[config.mk]
export PLATFORM = sky130hd
export DESIGN_NAME = aperture_router
export DESIGN_NICKNAME = d
export VERILOG_FILES = /design/src/rtl/aperture_pkg.sv /design/src/rtl/aperture_ctrl.sv /design/src/rtl/aperture_datapath.sv /design/src/rtl/aperture_router.sv
export SDC_FILE = /design/constraint.sdc
export NUM_CORES = 1
export LEC_CHECK = 0
export ABC_AREA = 1
export CORE_UTILIZATION = 40
export CTS_BUF_LIST = sky130_fd_sc_hd__clkbuf_8 sky130_fd_sc_hd__clkbuf_16
export CTS_CLUSTER_DIAMETER = 120
export DETAILED_ROUTE_END_ITERATION = 8
export PLACE_DENSITY = 0.64
export SYNTH_ARGS = -nofsm -noshare
export SYNTH_HDL_FRONTEND = slang
export SYNTH_HIERARCHICAL = 1
export SYNTH_SLANG_ARGS = --single-unit
[constraint.sdc]
create_clock -name clk -period 2.1 [get_ports clk]
set_clock_uncertainty 0.15 [all_clocks]
set_input_delay 0.42 -clock clk [delete_from_list [all_inputs] [get_ports clk]]
set_output_delay 0.42 -clock clk [all_outputs]
set_load 0.03 [all_outputs]
[src/rtl/aperture_pkg.sv]
package aperture_pkg;
  localparam int unsigned NUM_TARGETS = 4;
  localparam int unsigned TGT_HOLE = 0;
  localparam int unsigned TGT_DRAM = 1;
  localparam int unsigned TGT_REGS = 2;
  localparam int unsigned TGT_PCI  = 3;

  localparam logic [1:0] SEL_DRAM_BASE  = 2'd0;
  localparam logic [1:0] SEL_DRAM_LIMIT = 2'd1;
  localparam logic [1:0] SEL_REG_BASE   = 2'd2;
  localparam logic [1:0] SEL_CONTROL    = 2'd3;

  typedef struct packed {
    logic wrDramBase;
    logic wrDramLimit;
    logic wrRegBase;
    logic capture;
  } strobes_t;
endpackage

[src/rtl/aperture_ctrl.sv]
module aperture_ctrl
  import aperture_pkg::*;
#(
  parameter int unsigned ADDR_W      = 32,
  parameter int unsigned REG_AP_BITS = 21
) (
  input  logic              clk,
  input  logic              rstN,
  input  logic              reqValid,
  input  logic              cfgWrEn,
  input  logic [1:0]        cfgSel,
  input  logic [ADDR_W-1:0] cfgWrData,
  output strobes_t          strobes,
  output logic              holeEn,
  output logic              rspValid,
  output logic              alignErr
);
  logic misaligned;

  assign misaligned = |cfgWrData[REG_AP_BITS-1:0];

  always_comb begin
    strobes             = '0;
    strobes.capture     = reqValid;
    strobes.wrDramBase  = cfgWrEn && (cfgSel == SEL_DRAM_BASE);
    strobes.wrDramLimit = cfgWrEn && (cfgSel == SEL_DRAM_LIMIT);
    strobes.wrRegBase   = cfgWrEn && (cfgSel == SEL_REG_BASE);
  end

  always_ff @(posedge clk) begin
    if (!rstN) begin
      holeEn   <= 1'b1;
      rspValid <= 1'b0;
      alignErr <= 1'b0;
    end else begin
      rspValid <= reqValid;
      if (cfgWrEn && (cfgSel == SEL_CONTROL)) holeEn <= cfgWrData[0];
      if (strobes.wrRegBase) alignErr <= misaligned;
    end
  end
endmodule

[src/rtl/aperture_datapath.sv]
module aperture_datapath
  import aperture_pkg::*;
#(
  parameter int unsigned    ADDR_W        = 32,
  parameter int unsigned    HOLE_BITS     = 8,
  parameter int unsigned    REG_AP_BITS   = 21,
  parameter int unsigned    DRAM_MAX_BITS = 26,
  parameter logic [ADDR_W-1:0] RST_DRAM_BASE  = 32'h1000_0000,
  parameter logic [ADDR_W-1:0] RST_DRAM_LIMIT = 32'h10FF_FFFF,
  parameter logic [ADDR_W-1:0] RST_REG_BASE   = 32'h2000_0000
) (
  input  logic                   clk,
  input  logic                   rstN,
  input  strobes_t               strobes,
  input  logic [ADDR_W-1:0]      cfgWrData,
  input  logic [ADDR_W-1:0]      reqAddr,
  input  logic                   reqIsLoad,
  input  logic                   holeEn,
  output logic [NUM_TARGETS-1:0] rspTarget,
  output logic                   rspZeroLoad
);
  localparam int unsigned REG_TAG_W = ADDR_W - REG_AP_BITS;

  logic [ADDR_W-1:0]      dramBase, dramLimit, dramOffset;
  logic [REG_TAG_W-1:0]   regTag;
  logic                   dramOn, dramHit, regHit, holeHit, holeOverlap;
  logic [NUM_TARGETS-1:0] hits, pick;

  always_ff @(posedge clk) begin
    if (!rstN) begin
      dramBase  <= RST_DRAM_BASE;
      dramLimit <= RST_DRAM_LIMIT;
      regTag    <= RST_REG_BASE[ADDR_W-1:REG_AP_BITS];
    end else begin
      if (strobes.wrDramBase)  dramBase  <= cfgWrData;
      if (strobes.wrDramLimit) dramLimit <= cfgWrData;
      if (strobes.wrRegBase)   regTag    <= cfgWrData[ADDR_W-1:REG_AP_BITS];
    end
  end

  assign dramOn      = dramLimit >= dramBase;
  assign dramOffset  = reqAddr - dramBase;
  assign dramHit     = dramOn && (reqAddr >= dramBase) && (reqAddr <= dramLimit)
                       && (dramOffset[ADDR_W-1:DRAM_MAX_BITS] == '0);
  assign holeOverlap = dramOn && (dramBase[ADDR_W-1:HOLE_BITS] == '0);
  assign holeHit     = reqIsLoad && holeEn && !holeOverlap
                       && (reqAddr[ADDR_W-1:HOLE_BITS] == '0);
  assign regHit      = reqAddr[ADDR_W-1:REG_AP_BITS] == regTag;

  always_comb begin
    hits           = '0;
    hits[TGT_HOLE] = holeHit;
    hits[TGT_DRAM] = dramHit;
    hits[TGT_REGS] = regHit;
    hits[TGT_PCI]  = 1'b1;
  end

  // fixed priority: lower index wins
  generate
    for (genvar i = 0; i < NUM_TARGETS; i++) begin : g_prio
      if (i == 0) begin : g_first
        assign pick[i] = hits[i];
      end else begin : g_rest
        assign pick[i] = hits[i] && (hits[i-1:0] == '0);
      end
    end
  endgenerate

  always_ff @(posedge clk) begin
    if (!rstN) begin
      rspTarget   <= '0;
      rspZeroLoad <= 1'b0;
    end else if (strobes.capture) begin
      rspTarget   <= pick;
      rspZeroLoad <= pick[TGT_HOLE];
    end else begin
      rspTarget   <= '0;
      rspZeroLoad <= 1'b0;
    end
  end
endmodule

[src/rtl/aperture_router.sv]
module aperture_router
  import aperture_pkg::*;
#(
  parameter int unsigned ADDR_W        = 32,
  parameter int unsigned HOLE_BITS     = 8,
  parameter int unsigned REG_AP_BITS   = 21,
  parameter int unsigned DRAM_MAX_BITS = 26
) (
  input  logic              clk,
  input  logic              rstN,
  input  logic              reqValid,
  input  logic [ADDR_W-1:0] reqAddr,
  input  logic              reqIsLoad,
  input  logic              cfgWrEn,
  input  logic [1:0]        cfgSel,
  input  logic [ADDR_W-1:0] cfgWrData,
  output logic              rspValid,
  output logic [3:0]        rspTarget,
  output logic              rspZeroLoad,
  output logic              cfgAlignErr
);
  strobes_t strobes;
  logic     holeEn;

  aperture_ctrl #(.ADDR_W(ADDR_W), .REG_AP_BITS(REG_AP_BITS)) u_ctrl (
    .clk(clk), .rstN(rstN), .reqValid(reqValid), .cfgWrEn(cfgWrEn),
    .cfgSel(cfgSel), .cfgWrData(cfgWrData), .strobes(strobes),
    .holeEn(holeEn), .rspValid(rspValid), .alignErr(cfgAlignErr)
  );

  aperture_datapath #(
    .ADDR_W(ADDR_W), .HOLE_BITS(HOLE_BITS), .REG_AP_BITS(REG_AP_BITS),
    .DRAM_MAX_BITS(DRAM_MAX_BITS)
  ) u_dp (
    .clk(clk), .rstN(rstN), .strobes(strobes), .cfgWrData(cfgWrData),
    .reqAddr(reqAddr), .reqIsLoad(reqIsLoad), .holeEn(holeEn),
    .rspTarget(rspTarget), .rspZeroLoad(rspZeroLoad)
  );
endmodule

Word-level counts from Yosys, hierarchy flattened

Index checks and enable logic that the tools add are counted.

Add/sub/neg operators: 1
$lt $le $gt $ge: 3
Eq/ne operators: 4
Bitwise gates (word level): 1
Reduce and logical (&&, ||, !) cells: 22

Operators with widths:

| operator           | number |
|---|---|
| $ge 32x32->1       | 2 |
| $logic_not 24->1   | 2 |
| $le 32x32->1       | 1 |
| $sub 32x32->32     | 1 |
| $reduce_or 21->1   | 1 |
| $logic_and 1x1->1  | 13 |
| $eq 11x11->1       | 1 |
| $logic_not 6->1    | 1 |
| $eq 2x2->1 const B | 2 |
| $logic_not 2->1    | 2 |
| $logic_not 3->1    | 1 |
| $eq 2x1->1 const B | 1 |
| $reduce_and 2->1   | 1 |
| $logic_not 1->1    | 1 |
| $not 1->1          | 1 |

Register bits: 83
Bits of input ports: 71
Output and inout port bits: 7

Depth between registers and ports, before layout

Gate-level depths: netlist (run 1).

Word-level depth: 7
Depth in mapped cells: 18
Mapped depth without buffers: 18

By module

Netlist (run 1), hierarchy kept.

By module, submodules not included:

| module            | instances | cells an instance | area an instance (um^2) | seq. area each (um^2) |
|---|---|---|---|---|
| aperture_datapath | 1         | 976               | 6288.5                  | 1581.5 |
| aperture_ctrl     | 1         | 43                | 234.0                   | 60.1 |

Worst setup path after synthesis (run 1)

Ideal clock, no wire load.

Kind: input -> register
Start: input port reqAddr[25]
End: register u_dp.rspTarget[2]
Setup time: 0.113 ns
Arrival time: 1.732 ns
Path slack: 0.104 ns
Cell stages on the path: 15
Buffers on the path: 0
Cell sequence: ha_1 nand2_1 inv_1 nand2_1 nor2_1 nand2_1 nand3_1 a21boi_0 nand2_1 nand2_1 nand2_1 nor2_1 nand3_1 nand2_1 nor2_1

Longest elaborated chain between the ends: 6

Ends and longest elaborated chain:

| what                                                                   | RTL line                | RTL |
|---|---|---|
| start, declared                                                        | aperture_router.sv:12   | `input logic [ADDR_W-1:0] reqAddr,` |
| parallel branches: the longest is 5 deep, another holds $sub 32x32->32 | -                       |  |
| $logic_and 1x1->1 (*)                                                  | aperture_datapath.sv:64 | `assign pick[i] = hits[i] && (hits[i-1:0] == '0);` |
| end signal, assigned                                                   | aperture_datapath.sv:74 | `rspTarget <= pick;` |
| end, declared                                                          | aperture_datapath.sv:19 | `output logic [NUM_TARGETS-1:0] rspTarget,` |

Every way passes the cells marked *.
A chain may end at the register's enable or synchronous reset.

Worst setup path after layout (run 1)

Start: register u_dp.dramBase[5]
End: register u_dp.rspTarget[2]

Longest elaborated chain between the ends: 7

Ends and longest elaborated chain:

| what                                                                   | RTL line                | RTL |
|---|---|---|
| start, declared                                                        | aperture_datapath.sv:24 | `logic [ADDR_W-1:0] dramBase, dramLimit, dramOffset;` |
| start signal, assigned                                                 | aperture_datapath.sv:35 | `if (strobes.wrDramBase) dramBase <= cfgWrData;` |
| parallel branches: the longest is 5 deep, another holds $sub 32x32->32 | -                       |  |
| $logic_not 2->1 (*)                                                    | aperture_datapath.sv:64 |  |
| $logic_and 1x1->1 (*)                                                  | aperture_datapath.sv:64 |  |

Marks and branches as above.

==> results.yml, run 1 <==
clock_network:
  cts_inserted_buffers: 9
  clock_sinks: 82
  clock_path_buffers: 2
  cts_tree: "built"
  cts.root.buffer_cell: "clkbuf_16"
  insertion_delay_ns: 0.35
  hold_buffers: 0
  htreeDepth: 3
  clk_pin_slew_ns: 0.06
grt:
  grt_max_degree: 60
  grt_overflow: 0
  grt_pass1_wl_um: 33160
  met2_usage_pct: 40.39
  antenna_found_initial: 0
  global_route.usage.met3_pct: 3.731
  busiest_layer: "met2"
  use_met1_pct: 36.48
  grt_pass1_vias: 6628
  track_usage_pct: 25.60
sta:
  max_slew_margin_pct: 69.69
  setup_viol: 3
  hold_violations: 0
  final_max_slew_viol_count: 0
  worstMarginPinSlew_ns: 0.4506
  fin_crit_sh_pct: 106.2
  tns_ns: -0.3010
  period_needed_ns: 2.230
  timing.fmax_mhz: 448.3
  holdWs_ns: 0.3390
  rsz0062_at_grt: "true"
  setup_slack_ns: -0.1304
detailed_routing:
  wl_per_cell_um: 14.76
  vias: 7115
  ant_nets: 0
  drtIter0Drc: 495
  viasPerCell: 5.007
  wirelength_um: 20970
  drcViolationCount: 0
  first_pass_iters: 5
layout:
  final_nets: 1367
  final_common_cell: "nand2_1"
  final_cell_mix: "223 x nand2_1, 138 x inv_1, 110 x buf_4"
  area_delta_synth_final_pct: 44.39
  final_layout_size_suffix_gt1_share_pct: 23.24
  antenna_cells: 0
  n_fill_cell: 1507
floorplan:
  die_y_um: 129.7
  core_um2: 15890
  die_w_um: 129.7
  die_area_um2: 16820
  rows: 46
  start_util_pct: 41.06
  io_pins: 78
logic_synthesis:
  yosysWarningCount: 6
  yosysSeqAreaShare_pct: 25.17
  avgSynthCellArea_um2: 6.401
  synthTopCellsByArea: "dfxtp_1 25%, ha_1 18%, nand2_1 14%"
  synthArstFlopShare_pct: 0
  synth-seq-cells: 82
  synth_top_area_share_pct: 25.17
  yosys.area.top_type: "dfxtp_1"
  synth_edf_count: 0
  yosysUniqueCellTypes: 29
  netlist_area_um2: 6523
  synth_ff_type: "dfxtp_1"
  synthesis.nets: 1186
  synth_cells: 1019
outcome:
  outcome: "finished with violations"
  violations: "negative setup slack"
critical_path:
  r2r-start: "u_dp/dramBase[5]"
  critPathBufInv: 1
  cp_slowest_cell: "dfxtp_1"
  rrSetupSlack_ns: -0.13
  cpMostUsedCell: "nor2_2"
  critPathMaxStageDelay_ns: 0.31
  crit_cells: 13
  crit_chain: "inv_1 > ha_4 > nand2_1 > nor2_4 > nand4_1 > nor2_2 > nand2_2 > nand3_4 > nand2_1 > nor2_2 > nand3_2 > nand2_2 > nor2_2"
  worst_r2r_endpoint: "u_dp/rspTarget[2]"
  required_ns: 2.19
  ff2ff_path_depth: 13
  start_kind: "flop"
  cp-end-kind: "flop"
  cp.arrival_ns: 2.32
  crit_family: "simple AND/OR/NAND/NOR gates"
  critPathMaxFanout: 3
  crit_type: "flop to flop"
min_path:
  hold_class: "flop to flop"
  worst_hold_startpoint: "u_dp/dramLimit[26]"
  hold_depth: 2
  min_to: "u_dp/dramLimit[26]"
power:
  ir_drop_uv: 346.4
  power_density_nw_per_um2: 553.3
  p_leak_uw: 0.004644
placed_design:
  portBuffers: 77
  dp.final_hpwl_um: 16660
  pre_cts_ws_ns: -0.9280
  place_congestion: 0.9624
job:
  maxCapViolations: 0
==> where the power goes <==
part	internal (uW)	leakage [uW]	switching [uW]
logic	747	0.00379	906
clock network	1200	0.000173	678
registers	1640	0.000676	44.1
total	3580	0.00464	1630
==> synth_stat cells, types with 2 or more instances <==
cell / count
nand3_1: 34
nand2_1: 246
o21ai_0: 86
and3_1: 2
nand2_2: 3
a21oi_1: 117
o21a_1: 5
nor3_2: 2
xor2_1: 11
nor2_2: 3
clkinv_1: 2
buf_4: 2
inv_1: 165
nand4_1: 10
o21bai_1: 4
nor4_1: 10
nor4b_1: 2
ha_1: 96
nor3_1: 10
nor2_1: 98
dfxtp_1: 82
clkbuf_1: 22
==> how the worst max path moves through the flow <==
stage,startpoint,endpoint,slack [ns]
2_1_floorplan,reqAddr[25],u_dp/rspTarget[2],0.10
3_3_place_gp,reqAddr[23],u_dp/rspTarget[2],-0.90
3_5_place_dp,reqAddr[23],u_dp/rspTarget[2],-0.93
4_1_cts,u_dp/dramBase[28],u_dp/rspTarget[2],-0.13
5_1_grt,u_dp/dramBase[26],u_dp/rspTarget[3],-0.25
6_report,u_dp/dramBase[5],u_dp/rspTarget[2],-0.13
==> metrics by stage <==
step	util [%]	instance area (um^2)	cells	power (uW)
floorplan	-	6523	1019	2485
global placement	52.20	8292	1394	3100
detailed placement	52.20	8292	1394	3117
CTS	57.94	9204	1418	5141
global route	59.29	9418	1421	5503
finish	59.29	9418	1421	5211
==> layout make-up <==
cell class                 instances  area, um^2  share of cell area, %
timing repair buffer             194        1657                  17.59
clock buffer                      10       239.0                  2.538
sequential                        82        1657                  17.59
tap                              216       270.3                  2.870
inverter                         168       638.1                  6.776
clock inverter                     6       112.6                  1.196
multi-input combinational        745        4845                  51.44
==> timing repair <==
action,CTS,global route
setup buffers,9,3
gates resized for setup,134,61
pin swaps,48,31
hold endpoints to repair,0,0
setup endpoints to repair,4,4
==> registers in the layout, summed over array words and instances, names as in the netlist <==
signal / count
u_dp/dramBase: 32
u_dp/dramLimit: 32
u_dp/regTag: 11
u_dp/rspTarget: 4
u_ctrl/alignErr: 1
u_ctrl/holeEn: 1
u_ctrl/rspValid: 1
==> routing by layer <==
layer  share of wire [%]  vias up
met3                 6.8       32
met5                   0        -
met1                  48     3224
met4                 2.0        0
met2                  43      189
li1                    -     3670
==> cell families (layout without fill, tap and decap cells) <==
kind of cell	count (synthesis)	in the layout	share of synthesized area, %
AND/OR/NAND/NOR	423	423	26.84
flip-flops	82	82	25.17
adder cells (fa/ha/maj)	96	96	18.42
buffers and inverters	192	378	11.16
XOR/XNOR	11	11	1.477
AO/OA/AOI/OAI	215	215	16.94
==> worst min-delay path: stages (launching register included) <==
cell and delay, ns:
dfxtp_1 0.31, inv_1 0.07, a21oi_1 0.06
(Power assumes the default switching activity.)
==> inputs of run 2 (changes only) <==
--- a/config.mk
+++ b/config.mk
@@ -11,6 +11,7 @@
 export CTS_CLUSTER_DIAMETER = 120
 export DETAILED_ROUTE_END_ITERATION = 8
 export PLACE_DENSITY = 0.64
+export SETUP_SLACK_MARGIN = 0.4
 export SYNTH_ARGS = -nofsm -noshare
 export SYNTH_HDL_FRONTEND = slang
 export SYNTH_HIERARCHICAL = 1
==> run 2 against run 1 <==
Compared with the run above: the flow still finishes with violations (negative setup slack); sequential share of layout area is essentially flat; via count decreased by 1.4%; worst setup slack better by 0.081 ns; first-iteration DRC count down 20%; critical endpoint unchanged.
==> results.yml, run 2 (synthesized netlist as in run 1, its figures left out) <==
clock_network:
  clock_sinks: 82
  cts_inserted_buffers: 9
  hold_buffers: 0
  cts_tree: "built"
  clk_pin_slew_ns: 0.06
  cts.root.buffer_cell: "clkbuf_16"
  clock_path_buffers: 2
  insertion_delay_ns: 0.34
  htreeDepth: 3
detailed_routing:
  wirelength_um: 20540
  first_pass_iters: 5
  drtIter0Drc: 398
  ant_nets: 0
  met2WireLength_um: 8694
  top_layer: "met4"
  drcViolationCount: 0
  viasPerCell: 4.917
  wl_per_cell_um: 14.39
  dr_wl_met3_um: 1018
  vias: 7017
  wl_met1_um: 10460
grt:
  grt_overflow: 0
  antenna_found_initial: 0
  grt_pass1_vias: 6519
  grt_max_degree: 27
  track_usage_pct: 25.48
  grt_pass1_wl_um: 32460
placed_design:
  post-place-cells: 1402
  dp.final_hpwl_um: 16920
  place_area_um2: 8737
  portBuffers: 77
  place_congestion: 0.8759
sta:
  worstMarginPinSlew_ns: 0.4813
  timing.fmax_mhz: 465.3
  fin_crit_sh_pct: 102.3
  rsz0062_at_grt: "true"
  final_max_slew_viol_count: 0
  setup_slack_ns: -0.04896
  period_needed_ns: 2.149
  holdWs_ns: 0.3254
  max_slew_margin_pct: 67.61
  hold_violations: 0
  setup_viol: 3
critical_path:
  critPathMaxFanout: 3
  cp.arrival_ns: 2.23
  critPathMaxStageDelay_ns: 0.35
  crit_chain: "inv_4 > ha_4 > nand2_4 > nor3_4 > nand2_2 > nor3b_4 > nand2_1 > nand3_2 > nand2_1 > nor2_2 > nand3_2 > nand2_2 > nor2_1"
  start_kind: "flop"
  crit_family: "simple AND/OR/NAND/NOR gates"
  cp_slowest_cell: "dfxtp_2"
  crit_type: "flop to flop"
  required_ns: 2.18
  cp-end-kind: "flop"
  critPathBufInv: 1
layout:
  final_layout_size_suffix_gt1_share_pct: 26.92
  final_common_cell: "nand2_1"
  fin_cells: 1427
  reg_top3: "u_dp/dramBase (32), u_dp/dramLimit (32), u_dp/regTag (11)"
  design_area_um2: 9463
  n_fill_cell: 1553
  final_nets: 1374
  fin_util_pct: 59.57
  final_cell_mix: "220 x nand2_1, 125 x inv_1, 121 x buf_4"
  antenna_cells: 0
  area_delta_synth_final_pct: 45.08
floorplan:
  die_area_um2: 16820
  rows: 46
  core_um2: 15890
  start_util_pct: 41.06
  die_w_um: 129.7
  die_y_um: 129.7
  io_pins: 78
outcome:
  outcome: "finished with violations"
  violations: "negative setup slack"
power:
  ir_drop_uv: 441.2
  power_density_nw_per_um2: 521.0
  p_leak_uw: 0.004680
job:
  maxCapViolations: 0
min_path:
  hold_class: "flop to flop"
## run 2: report_power, final
part | total [uW] | internal (uW) | switching (uW)
clock network | 1610 | 1010 | 606
logic | 1630 | 740 | 893
registers | 1690 | 1640 | 47.2
## run 2: worst reg2reg max path: cells and delay by family, from the launching register on
| family | cells | cell delay (ns) |
|---|---|---|
| adder cells (fa/ha/maj) | 1 | 0.30 |
| buffers and inverters | 1 | 0.05 |
| flip-flops | 1 | 0.35 |
| AND/OR/NAND/NOR | 11 | 1.19 |
## run 2: layout make-up
type | instances | area [um^2] | area share (%)
inverters | 168 | 646.9 | 6.836
clock buffers | 12 | 266.5 | 2.816
repair buffers | 201 | 1665 | 17.60
flip-flops and latches | 82 | 1663 | 17.57
clock inverters | 3 | 38.79 | 0.4099
well taps | 216 | 270.3 | 2.856
multi-input cells | 745 | 4912 | 51.91
## run 2: stage by stage
step | power, uW | setup WS (ns) | TNS, ns
after CTS | 4865 | -0.06019 | -0.1290
after global routing | 5221 | -0.1893 | -0.5449
after detailed placement | 3226 | -0.8612 | -4.737
final | 4930 | -0.04896 | -0.1087
after floorplan | 2574 | 0.2024 | 0
after global placement | 3208 | -0.9003 | -3.436
## run 2: what timing repair did
action / 4_1_cts / 5_1_grt
pin swaps: 21 / 38
cloned: 0 / 0
hold endpoints to repair: 0 / 0
endpoints found under the setup margin: 41 / 62
resized for setup: 100 / 96
buffers inserted: 3 / 7
## run 2: routing by layer
layer,global-route usage [%],vias up
met4,7.319,0
met5,0,-
met2,39.23,174
met3,2.542,29
li1,-,3688
met1,37.43,3126
## run 2: worst paths after layout
check | start | to | slack (ns) | cells after the start
worst max-delay path | u_dp/dramBase[29] | u_dp/rspTarget[2] | -0.05 | 13
worst min-delay path | u_dp/regTag[8] | u_dp/regTag[8] | 0.33 | 2
worst max register to register | u_dp/dramBase[29] | u_dp/rspTarget[2] | -0.05 | 13
worst min register to register | u_dp/regTag[8] | u_dp/regTag[8] | 0.33 | 2
